<file path="src/rtl/tg_pkg.sv">
package tg_pkg;
    localparam int H_W = 12;
    localparam int V_W = 12;

    typedef logic [H_W-1:0] hcnt_t;
    typedef logic [V_W-1:0] vcnt_t;

    typedef struct packed {
        hcnt_t h_total;
        hcnt_t h_sync;
        hcnt_t h_wait;
        hcnt_t h_active;
        vcnt_t v_total;
        vcnt_t v_sync;
        vcnt_t v_wait;
        vcnt_t v_active;
        logic  hs_high;
        logic  vs_high;
        logic  de_high;
    } tcfg_t;

    typedef struct packed {
        logic  hsync;
        logic  vsync;
        logic  de;
        logic  sof;
        hcnt_t x;
        vcnt_t y;
    } tout_t;
endpackage

</file>
<file path="src/rtl/tg_shadow.sv">
module tg_shadow
    import tg_pkg::*;
(
    input  logic  clk,
    input  logic  rst_n,
    input  tcfg_t cfg_i,
    input  logic  frame_end_i,
    output tcfg_t cfg_next_o,
    output hcnt_t h_total_o,
    output vcnt_t v_total_o,
    output logic  primed_o
);
    typedef struct packed {
        tcfg_t cfg;
        logic  primed;
    } sh_t;

    sh_t s_d, s_q;

    always_comb begin
        s_d        = s_q;
        s_d.primed = 1'b1;
        if (!s_q.primed || frame_end_i)
            s_d.cfg = cfg_i;
    end

    always_ff @(posedge clk or negedge rst_n) begin
        if (!rst_n) s_q <= '0;
        else        s_q <= s_d;
    end

    assign cfg_next_o = s_d.cfg;
    assign h_total_o  = s_q.cfg.h_total;
    assign v_total_o  = s_q.cfg.v_total;
    assign primed_o   = s_q.primed;

    AST_CFG_FROZEN: assert property (@(posedge clk) disable iff (!rst_n)
        (s_q.primed && !frame_end_i) |=> $stable(s_q.cfg));
endmodule

</file>
<file path="src/rtl/tg_raster.sv">
module tg_raster
    import tg_pkg::*;
(
    input  logic  clk,
    input  logic  rst_n,
    input  logic  run_i,
    input  hcnt_t h_total_i,
    input  vcnt_t v_total_i,
    output hcnt_t h_next_o,
    output vcnt_t v_next_o,
    output logic  frame_end_o
);
    typedef struct packed {
        hcnt_t h;
        vcnt_t v;
    } cnt_t;

    cnt_t c_d, c_q;
    logic h_last, v_last;

    always_comb begin
        h_last = (c_q.h == h_total_i - hcnt_t'(1));
        v_last = (c_q.v == v_total_i - vcnt_t'(1));
        c_d    = c_q;
        if (run_i) begin
            if (h_last) begin
                c_d.h = '0;
                c_d.v = v_last ? '0 : c_q.v + vcnt_t'(1);
            end else begin
                c_d.h = c_q.h + hcnt_t'(1);
            end
        end
    end

    always_ff @(posedge clk or negedge rst_n) begin
        if (!rst_n) c_q <= '0;
        else        c_q <= c_d;
    end

    assign h_next_o    = c_d.h;
    assign v_next_o    = c_d.v;
    assign frame_end_o = run_i && h_last && v_last;

    AST_PIX_STEP: assert property (@(posedge clk) disable iff (!rst_n)
        (run_i && !h_last) |=> (c_q.h == $past(c_q.h) + hcnt_t'(1)));
    AST_PIX_WRAP: assert property (@(posedge clk) disable iff (!rst_n)
        (run_i && h_last) |=> (c_q.h == '0));
    AST_LINE_STEP: assert property (@(posedge clk) disable iff (!rst_n)
        (run_i && h_last && !v_last) |=> (c_q.v == $past(c_q.v) + vcnt_t'(1)));
endmodule

</file>
<file path="src/rtl/tg_decode.sv">
module tg_decode
    import tg_pkg::*;
(
    input  logic  clk,
    input  logic  rst_n,
    input  logic  sync_en_i,
    input  hcnt_t h_i,
    input  vcnt_t v_i,
    input  tcfg_t cfg_i,
    output tout_t out_o
);
    typedef struct packed {
        tout_t o;
        logic  live;
    } dec_t;

    localparam dec_t DEC_RST = '{o: '{hsync: 1'b1, vsync: 1'b1, de: 1'b1, sof: 1'b0,
                                      x: '0, y: '0}, live: 1'b0};

    dec_t d_d, d_q;
    logic hs_act, vs_act, h_in, v_in, de_act;

    always_comb begin
        hs_act = (h_i < cfg_i.h_sync);
        vs_act = (v_i < cfg_i.v_sync);
        h_in   = (h_i >= cfg_i.h_wait) &&
                 ({1'b0, h_i} < ({1'b0, cfg_i.h_wait} + {1'b0, cfg_i.h_active}));
        v_in   = (v_i >= cfg_i.v_wait) &&
                 ({1'b0, v_i} < ({1'b0, cfg_i.v_wait} + {1'b0, cfg_i.v_active}));
        de_act = h_in && v_in;

        d_d.live    = 1'b1;
        d_d.o.hsync = sync_en_i ? (cfg_i.hs_high ? hs_act : !hs_act) : !cfg_i.hs_high;
        d_d.o.vsync = sync_en_i ? (cfg_i.vs_high ? vs_act : !vs_act) : !cfg_i.vs_high;
        d_d.o.de    = cfg_i.de_high ? de_act : !de_act;
        d_d.o.sof   = (h_i == '0) && (v_i == '0);
        d_d.o.x     = h_i;
        d_d.o.y     = v_i;
    end

    always_ff @(posedge clk or negedge rst_n) begin
        if (!rst_n) d_q <= DEC_RST;
        else        d_q <= d_d;
    end

    assign out_o = d_q.o;

    AST_SOF_ORIGIN: assert property (@(posedge clk) disable iff (!rst_n)
        d_q.o.sof |-> (d_q.o.x == '0 && d_q.o.y == '0));
    AST_HS_IDLE_OFF: assert property (@(posedge clk) disable iff (!rst_n)
        (d_q.live && !$past(sync_en_i)) |-> (d_q.o.hsync == !$past(cfg_i.hs_high)));
    AST_VS_IDLE_OFF: assert property (@(posedge clk) disable iff (!rst_n)
        (d_q.live && !$past(sync_en_i)) |-> (d_q.o.vsync == !$past(cfg_i.vs_high)));
endmodule

</file>
<file path="src/rtl/disp_timing_gen.sv">
module disp_timing_gen
    import tg_pkg::*;
(
    input  logic           clk,
    input  logic           rst_n,
    input  logic           sync_en,
    input  logic [H_W-1:0] h_total,
    input  logic [H_W-1:0] h_sync_w,
    input  logic [H_W-1:0] h_wait,
    input  logic [H_W-1:0] h_active,
    input  logic [V_W-1:0] v_total,
    input  logic [V_W-1:0] v_sync_w,
    input  logic [V_W-1:0] v_wait,
    input  logic [V_W-1:0] v_active,
    input  logic           hs_high,
    input  logic           vs_high,
    input  logic           de_high,
    output logic           hsync,
    output logic           vsync,
    output logic           de,
    output logic           sof,
    output logic [H_W-1:0] pix_x,
    output logic [V_W-1:0] line_y
);
    tcfg_t cfg_in, cfg_next;
    hcnt_t h_tot_q, h_next;
    vcnt_t v_tot_q, v_next;
    logic  primed, frame_end;
    tout_t outs;

    assign cfg_in = '{h_total: h_total, h_sync: h_sync_w, h_wait: h_wait,
                      h_active: h_active, v_total: v_total, v_sync: v_sync_w,
                      v_wait: v_wait, v_active: v_active, hs_high: hs_high,
                      vs_high: vs_high, de_high: de_high};

    tg_shadow i_shadow (
        .clk(clk), .rst_n(rst_n), .cfg_i(cfg_in), .frame_end_i(frame_end),
        .cfg_next_o(cfg_next), .h_total_o(h_tot_q), .v_total_o(v_tot_q),
        .primed_o(primed)
    );

    tg_raster i_raster (
        .clk(clk), .rst_n(rst_n), .run_i(primed), .h_total_i(h_tot_q),
        .v_total_i(v_tot_q), .h_next_o(h_next), .v_next_o(v_next),
        .frame_end_o(frame_end)
    );

    tg_decode i_decode (
        .clk(clk), .rst_n(rst_n), .sync_en_i(sync_en), .h_i(h_next),
        .v_i(v_next), .cfg_i(cfg_next), .out_o(outs)
    );

    assign hsync  = outs.hsync;
    assign vsync  = outs.vsync;
    assign de     = outs.de;
    assign sof    = outs.sof;
    assign pix_x  = outs.x;
    assign line_y = outs.y;
endmodule

</file>
<file path="config.mk">
export PLATFORM = sky130hd
export DESIGN_NAME = disp_timing_gen
export DESIGN_NICKNAME = d
export VERILOG_FILES = /design/src/rtl/tg_pkg.sv /design/src/rtl/tg_shadow.sv /design/src/rtl/tg_raster.sv /design/src/rtl/tg_decode.sv /design/src/rtl/disp_timing_gen.sv
export SDC_FILE = /design/constraint.sdc
export NUM_CORES = 1
export LEC_CHECK = 0
export CELL_PAD_IN_SITES_DETAIL_PLACEMENT = 1
export CELL_PAD_IN_SITES_GLOBAL_PLACEMENT = 1
export CORE_MARGIN = 2
export CORE_UTILIZATION = 25
export DETAILED_ROUTE_END_ITERATION = 10
export GPL_TIMING_DRIVEN = 0
export PLACE_DENSITY = 0.57
export REMOVE_ABC_BUFFERS = 1
export SYNTH_ARGS = -nofsm -noshare
export SYNTH_HDL_FRONTEND = slang
export SYNTH_SLANG_ARGS = --single-unit
</file>
<file path="constraint.sdc">
create_clock -name clk -period 9.7 [get_ports clk]
set_input_delay 1.94 -clock clk [delete_from_list [all_inputs] [get_ports clk]]
set_output_delay 1.94 -clock clk [all_outputs]
set_load 0.01 [all_outputs]
</file>
After elaboration in Yosys (flattened, before gate mapping)

Index checks and enable logic that the tools add are counted.
Widths: inputs -> output; s select.

Bits in registers: 128
Output and inout bits: 28
Input bits: 102
RAM bits: 0
Memories kept: 0
Memory bits (read-only): 0
Bits in latches: 0

$add $sub $neg: 6
Eq/ne operators: 2
Order comparisons: 6
Div/mod/pow operators: 0
Reduce and logical (&&, ||, !) cells: 15
Muxes and demuxes: 10
Bitwise logic cells: 0
$mul: 0
Shifts and indexed selects: 0

Operator list:

| cell                  | count |
|---|---|
| $mux 87               | 1 |
| $mux 12               | 3 |
| $add 12x12->13        | 2 |
| $lt 12x13->1          | 2 |
| $add 12x1->12 const B | 2 |
| $eq 12x12->1          | 2 |
| $ge 12x12->1          | 2 |
| $logic_not 12->1      | 2 |
| $lt 12x12->1          | 2 |
| $mux 24               | 1 |
| $sub 12x1->12 const B | 2 |
| $logic_and 1x1->1     | 6 |
| $logic_not 1->1       | 6 |
| $mux 1                | 5 |
| $logic_or 1x1->1      | 1 |

Logic depth before layout (Yosys ltp)

Gate-level depths: netlist of the first run.

Depth in word-level cells: 12
Gate-level depth with buffers: 32
Depth with buffers taken out: 28

Hierarchy

A second synthesis of the first run with hierarchy kept.

Cell total of the unflattened synthesis: 888
Area total of the unflattened synthesis: 9530.4 um2

Modules (own cells, without submodules):

| module    | times used | seq. area each (um2) | area an instance (um2) | cells an instance |
|---|---|---|---|---|
| tg_shadow | 1          | 2502.4               | 3926.3                 | 236 |
| tg_decode | 1          | 704.4                | 3398.3                 | 389 |
| tg_raster | 1          | 600.6                | 2205.9                 | 263 |

Least setup slack after synthesis of the first run

Ideal clock, no wire load.

Kind: register -> register
From: register i_shadow.s_q, in the netlist i_shadow.v_total_o[0]
To: register i_decode.d_q, in the netlist i_decode.out_o[25]
Arrival time: 5844 ps
Buffers on the path: 3
Required time: 9625 ps
Clock period less this slack: 5919 ps
Cell stages (with the launch flop): 29
Library setup time: 75 ps
Path slack: 3781 ps
Cells stage by stage: dfrtp_1 > inv_1 > ha_1 > nor3b_1 > nand2_1 > o311ai_1 > nor2_1 > a2111oi_4 > a21o_4 > buf_6 > buf_2 > buf_2 > mux2_2 > ha_1 > fa_1 > a21o_1 > a21o_1 > nand2_1 > mux2i_1 > a211oi_1 > xnor2_1 > ha_1 > a21o_1 > a21oi_1 > nor2b_1 > o21ai_0 > a31oi_1 > a221oi_2 > xnor2_1

RTL lines:

| item                   | RTL line        | RTL |
|---|---|---|
| from (decl)            | tg_shadow.sv:18 | `sh_t s_d, s_q;` |
| from (signal assigned) | tg_shadow.sv:28 | `if (!rst_n) s_q <= '0;` |
| from (signal assigned) | tg_shadow.sv:29 | `else s_q <= s_d;` |
| to (signal assigned)   | tg_decode.sv:42 | `if (!rst_n) d_q <= DEC_RST;` |
| to (signal assigned)   | tg_decode.sv:43 | `else d_q <= d_d;` |
| to (decl)              | tg_decode.sv:20 | `dec_t d_d, d_q;` |

==> flow_summary.yaml, run 1 <==
sta:
  post-route-period-util: 0.761
  maxSlewViolCount: 0
  fmax_mhz: 136
  fin_skew_ns: 0.0127
  hold_viol_final: 0
  finalSetupViolations: 0
  slew_headroom: 0.256
  rsz0062_at_grt: "no"
  finalSetupTns_ns: 0
  finalWorstSetupSlack_ns: 2.32
  finalCriticalPeriod_ns: 7.38
  worst_pin_slew_ns: 1.10
critical_path:
  rr_worst_depth: 24
  worstSetupPathType: "reg2reg"
  worstPathMaxFanout: 63
  critPathArrivalTime_ns: 7.75
  start_kind: "register"
  cp.required_ns: 10.07
  cp-end-kind: "register"
logic_synthesis:
  synth_area_mm2: 0.00891
  ys_types: 68
  ys_seq_area_frac: 0.360
  ys_dominant_reg_cell: "dfrtp_1"
  syn_inst: 891
  syn_area_per_cell_um2: 10.0
  async_flop_share: 1.00
  ys_warn_count: 0
  synth_seq_cells: 128
  synth_edf_count: 0
placed_design:
  gp_congestion: 0.796
  pre_cts_ws_ns: 2.25
  dp_hpwl_um: 19300
  numPortBuffers: 129
min_path:
  hold_path_depth: 2
  hold_class: "reg2reg"
cts:
  insertion_delay_ns: 0.45
  cts_setup_buffers: 0
  clockBufferDepth: 2
  cts_tree: "built"
  cts_buffers: 17
  cts.sinks: 128
  cts.clk_slew.worst_paths_ns: 0.07
  root_buffer: "clkbuf_16"
  post_cts_resized: 0
  cts_hold_buf: 0
  htree_levels: 4
detailed_routing:
  drc: 0
  viasPerCell: 4.71
  avgRoutedWirePerCell_um: 17.1
  dr.pass1.iters: 4
  drt_iter0_markers: 270
  num_vias: 6983
  final_antenna_net_count: 0
  finalWirelength_um: 25400
floorplanning:
  pin_count: 130
  core_region_area_mm2: 0.0353
  die_x_um: 193
  fp-row-count: 69
  fp.dieArea_mm2: 0.0372
  initial_core_util: 0.252
  die_y_um: 193
global_routing:
  grt_max_degree: 70
  grt_pass1_wl_um: 40400
  grt.total_usage: 0.142
  antenna_found_initial: 0
  first_global_vias: 7447
  grt_overflow: 0
run:
  cap_viol_max_count: 0
layout:
  drive_above_1_share: 0.122
  final_common_cell: "clkdlybuf4s50_1"
  antenna_cells: 0
  syn2layout_area_growth_pct: 26.5
  layout.nets: 1210
  mostFrequentLayoutCells: "clkdlybuf4s50_1, dfrtp_1, ha_1"
pwr:
  power_density_mw_per_mm2: 164
  ir_worst_vdd_mv: 0.105
  p_leak_uw: 0.00506
run_status:
  outcome: "complete, no violations"
## registers in the layout, summed over array words and instances, names as in the netlist, named ones only
| signal | flops |
|---|---|
| i_shadow.s_q | 74 |
| i_decode.out_o | 28 |
| i_shadow.h_total_o | 12 |
| i_shadow.v_total_o | 12 |
| i_shadow.primed_o | 1 |
## cell usage after synthesis, types with 5 or more instances
| library cell | n | area, µm² |
|---|---|---|
| a21o_1 | 25 | 188 |
| a21oi_1 | 37 | 185 |
| a31oi_1 | 10 | 62.6 |
| and3_1 | 9 | 56.3 |
| buf_2 | 14 | 70.1 |
| clkbuf_1 | 14 | 52.6 |
| dfrtp_1 | 125 | 3130 |
| ha_1 | 95 | 1190 |
| inv_1 | 68 | 255 |
| mux2_2 | 71 | 800 |
| mux2i_1 | 35 | 350 |
| nand2_1 | 41 | 154 |
| nand2b_1 | 15 | 93.8 |
| nand3_1 | 23 | 115 |
| nand4_1 | 18 | 113 |
| nor2_1 | 52 | 195 |
| nor2b_1 | 16 | 100 |
| nor3_1 | 15 | 75.1 |
| nor3b_1 | 5 | 37.5 |
| nor4_1 | 9 | 56.3 |
| o21ai_0 | 41 | 205 |
| o31ai_1 | 9 | 67.6 |
| or2_2 | 5 | 31.3 |
| xnor2_1 | 31 | 272 |
| xor2_1 | 28 | 245 |
## stage by stage
step	power (µW)	utilization	cell area, µm²	instances	hold slack (ns)
after global routing	1990	0.319	11300	1484	0.509
after global placement	1200	0.301	10600	1451	0.470
final	1850	0.319	11300	1484	0.482
after floorplan	1000	-	8760	861	0.441
after detailed placement	1210	0.303	10700	1453	0.471
after CTS	1890	0.319	11300	1484	0.487
## per-layer routing
layer / vias to the layer above / track usage / wire (µm)
met5: - / 0 / 0
met4: 0 / 0.0349 / 198
met3: 15 / 0.0398 / 1210
met2: 109 / 0.228 / 11700
met1: 3419 / 0.188 / 12300
li1: 3440 / - / -
## cells by family (layout without fill, tap and decap cells)
logic type	after synthesis	after routing	share of synthesized area
AND/OR/NAND/NOR	229	229	0.138
flip-flops	128	128	0.360
XOR/XNOR	59	59	0.0580
buffers and inverters	98	230	0.0445
AO/OA/AOI/OAI	173	173	0.132
multiplexers	106	106	0.129
adder cells (fa/ha/maj)	97	97	0.138
other	1	1	0.000421
## where the power goes
group / switching [µW] / internal, µW / leakage [µW]
clock: 270 / 383 / 0.000266
combinational: 279 / 269 / 0.00325
sequential: 58.2 / 590 / 0.00154
total: 607 / 1240 / 0.00506
## critical path, cell delays in order (launching register included)
cell      delay [ns]
dfrtp_1         0.61
nand2b_1        0.13
or4b_1          0.49
a221oi_1        0.34
nand4_1         0.19
nor4_4          0.84
a21o_4          0.75
buf_16          0.38
mux2_2          0.41
ha_1            0.23
fa_1            0.41
a21o_1          0.20
a21o_1          0.21
nand2_1         0.07
mux2i_1         0.11
a211oi_1        0.30
xnor2_1         0.17
ha_1            0.27
a21o_1          0.16
a21oi_1         0.13
nor2b_1         0.06
o21ai_0         0.15
a31oi_1         0.16
a221oi_2        0.35
xnor2_1         0.15
## cell type report
cell class / count / area [µm²]
Clock inverter: 13 / 141
Tap cell: 461 / 577
Timing Repair Buffer: 131 / 1350
Multi-Input combinational cell: 665 / 5300
Inverter: 68 / 255
Sequential cell: 128 / 3210
Fill cell: 3948 / 24000
Clock buffer: 18 / 439
## final timing paths
kind / start / to / slack, ns
worst min-delay path: i_shadow.s_q[28]$_DFF_PN0_ / i_shadow.s_q[28]$_DFF_PN0_ / 0.48
worst max-delay path: i_decode.out_o[17]$_DFF_PN0_ / i_decode.out_o[25]$_DFF_PN1_ / 2.32
max in group asynchronous: rst_n / i_decode.out_o[25]$_DFF_PN1_ / 7.44
min in group asynchronous: rst_n / i_shadow.v_total_o[0]$_DFFE_PN0N_ / 1.47
worst min register to register: i_shadow.s_q[28]$_DFF_PN0_ / i_shadow.s_q[28]$_DFF_PN0_ / 0.48
worst max register to register: i_decode.out_o[17]$_DFF_PN0_ / i_decode.out_o[25]$_DFF_PN1_ / 2.32
Power figures use the tool's default switching activity.
==> run 2, diff against run 1 <==
==> constraint.sdc (replaced) <==
create_clock -name clk -period 7.1 [get_ports clk]
set_input_delay 1.42 -clock clk [delete_from_list [all_inputs] [get_ports clk]]
set_output_delay 1.42 -clock clk [all_outputs]
set_load 0.01 [all_outputs]
==> flow_summary.yaml, run 2 (synthesis gave the netlist of run 1 again) <==
detailed_routing:
  drt_iter0_markers: 280
  finalWirelength_um: 25900
  avgRoutedWirePerCell_um: 17.4
  viasPerCell: 4.71
  dr.pass1.iters: 4
  final_antenna_net_count: 0
  drc: 0
  num_vias: 7019
cts:
  root_buffer: "clkbuf_16"
  cts.clk_slew.worst_paths_ns: 0.07
  cts_hold_buf: 0
  clockBufferDepth: 2
  htree_levels: 4
  cts_buffers: 17
  cts_tree: "built"
  insertion_delay_ns: 0.44
  post_cts_resized: 0
  cts.sinks: 128
critical_path:
  critPathArrivalTime_ns: 6.88
  worstPathMaxFanout: 63
  cpMaxStageDelayCell: "dfrtp_1"
  path_delay_family: "compound AO/OA/AOI/OAI gates"
  ff2ff_setup_slack_ns: 0.59
  r2r_end: "i_decode.out_o[25]$_DFF_PN1_"
  crit_buf_inv: 3
  cp-end-kind: "register"
  start_kind: "register"
  worstSetupPathType: "reg2reg"
  max_stage_delay_ns: 0.42
  cp.required_ns: 7.47
  rr_worst_depth: 27
  r2r_start: "i_shadow.v_total_o[0]$_DFFE_PN0N_"
global_routing:
  grt.total_usage: 0.144
  grt_max_degree: 70
  grt_overflow: 0
  antenna_found_initial: 0
  grt_pass1_wl_um: 40900
  grt.met1_usage: 0.192
  first_global_vias: 7464
  grt_use_met3: 0.0395
  grt.met2_usage: 0.231
  grt.busiest_layer: "met2"
min_path:
  whs_endpoint: "i_shadow.s_q[28]$_DFF_PN0_"
  hp-start: "i_shadow.s_q[28]$_DFF_PN0_"
  hold_class: "reg2reg"
  hold_path_depth: 2
run:
  cap_viol_max_count: 0
sta:
  fmax_mhz: 154
  finalCriticalPeriod_ns: 6.51
  finalSetupViolations: 0
  hold_viol_final: 0
  slew_headroom: 0.265
  finalSetupTns_ns: 0
  maxSlewViolCount: 0
  worst_pin_slew_ns: 1.09
  fin_skew_ns: 0.0122
  post-route-period-util: 0.917
pwr:
  total_power_uw: 2530
  power_density_mw_per_mm2: 223
  p_leak_uw: 0.00510
  ir_worst_vdd_mv: 0.144
layout:
  largest_register_ffs: 74
  mostFrequentLayoutCells: "clkdlybuf4s50_1, dfrtp_1, ha_1"
  syn2layout_area_growth_pct: 27.2
  layout.nets: 1217
  drive_above_1_share: 0.128
  top_register: "i_shadow.s_q"
  antenna_cells: 0
  final_common_cell: "clkdlybuf4s50_1"
floorplanning:
  core_region_area_mm2: 0.0353
  initial_core_util: 0.252
  die_y_um: 193
  fp.dieArea_mm2: 0.0372
  die_x_um: 193
  pin_count: 130
  fp-row-count: 69
placed_design:
  dp_hpwl_um: 19300
  numPortBuffers: 129
  gp_congestion: 0.796
run_status:
  outcome: "complete, no violations"
==> run 2: changes by cell type in the layout (fill, tap and decap cells not counted) <==
cell and change:
a21o_2 +2, buf_4 +5
==> run 2: repair_timing <==
| item | in CTS | in global routing |
|---|---|---|
| setup buffers | 2 | 3 |
| setup endpoints to repair | 1 | 1 |
| cloned | 1 | 1 |
| pin swaps | 2 | 2 |
==> run 2: how the worst max path moves through the flow <==
stage | start | endpoint | slack (ns) | cells past startpoint
finish | i_shadow.v_total_o[0]$_DFFE_PN0N_ | i_decode.out_o[25]$_DFF_PN1_ | 0.59 | 27
global route | i_shadow.v_total_o[0]$_DFFE_PN0N_ | i_decode.out_o[25]$_DFF_PN1_ | -0.003 | 27
CTS | i_shadow.v_total_o[0]$_DFFE_PN0N_ | i_decode.out_o[25]$_DFF_PN1_ | 0.02 | 26
detailed placement | i_decode.out_o[17]$_DFF_PN0_ | i_decode.out_o[25]$_DFF_PN1_ | -0.35 | 24
global placement | rst_n | i_shadow.s_q[71]$_DFF_PN0_ | -1.15 | 1
floorplan | i_decode.out_o[21]$_DFF_PN0_ | i_decode.out_o[25]$_DFF_PN1_ | 0.67 | 23
==> run 2: worst register-to-register path, stage by stage, from the launching register on <==
cell,delay [ns]
dfrtp_1,0.42
inv_1,0.09
ha_1,0.30
nor3b_1,0.37
nand2_1,0.14
o311ai_1,0.30
nor2_1,0.11
a2111oi_4,0.28
buf_4,0.22
a21o_4,0.29
buf_16,0.34
mux2_2,0.48
ha_1,0.23
fa_1,0.41
a21o_1,0.20
a21o_1,0.21
nand2_1,0.07
mux2i_1,0.11
a211oi_1,0.30
xnor2_1,0.17
ha_1,0.27
a21o_1,0.16
a21oi_1,0.13
nor2b_1,0.06
o21ai_0,0.15
a31oi_1,0.16
a221oi_2,0.35
xnor2_1,0.15
==> run 2: routing by layer <==
| layer | routed length (µm) | share of wire |
|---|---|---|
| met4 | 198 | 0.0076 |
| met1 | 12500 | 0.48 |
| met2 | 12000 | 0.46 |
| met5 | 0 | 0 |
| met3 | 1210 | 0.047 |
==> run 2: layout make-up <==
class                   instances  area (µm²)
fillers                      3950       24000
multi-input cells             667        5320
flip-flops and latches        128        3210
repair buffers                136        1390
well taps                     461         577
clock buffers                  18         439
inverters                      68         255
clock inverters                13         141
==> run 2: stage by stage <==
| stage | util | setup slack (ns) | instance area (µm²) | cells | hold WS, ns |
|---|---|---|---|---|---|
| floorplan | - | 0.671 | 8760 | 861 | 0.441 |
| global placement | 0.301 | -1.15 | 10600 | 1451 | 0.470 |
| detailed placement | 0.303 | -0.351 | 10700 | 1453 | 0.471 |
| CTS | 0.320 | 0.0153 | 11300 | 1487 | 0.487 |
| global route | 0.321 | -0.00295 | 11300 | 1491 | 0.509 |
| finish | 0.321 | 0.592 | 11300 | 1491 | 0.483 |
==> run 2: power by group <==
part / leakage (µW) / switching, µW / internal (µW)
combinational: 0.00329 / 381 / 368
sequential: 0.00154 / 80.3 / 806
clock: 0.000266 / 370 / 523
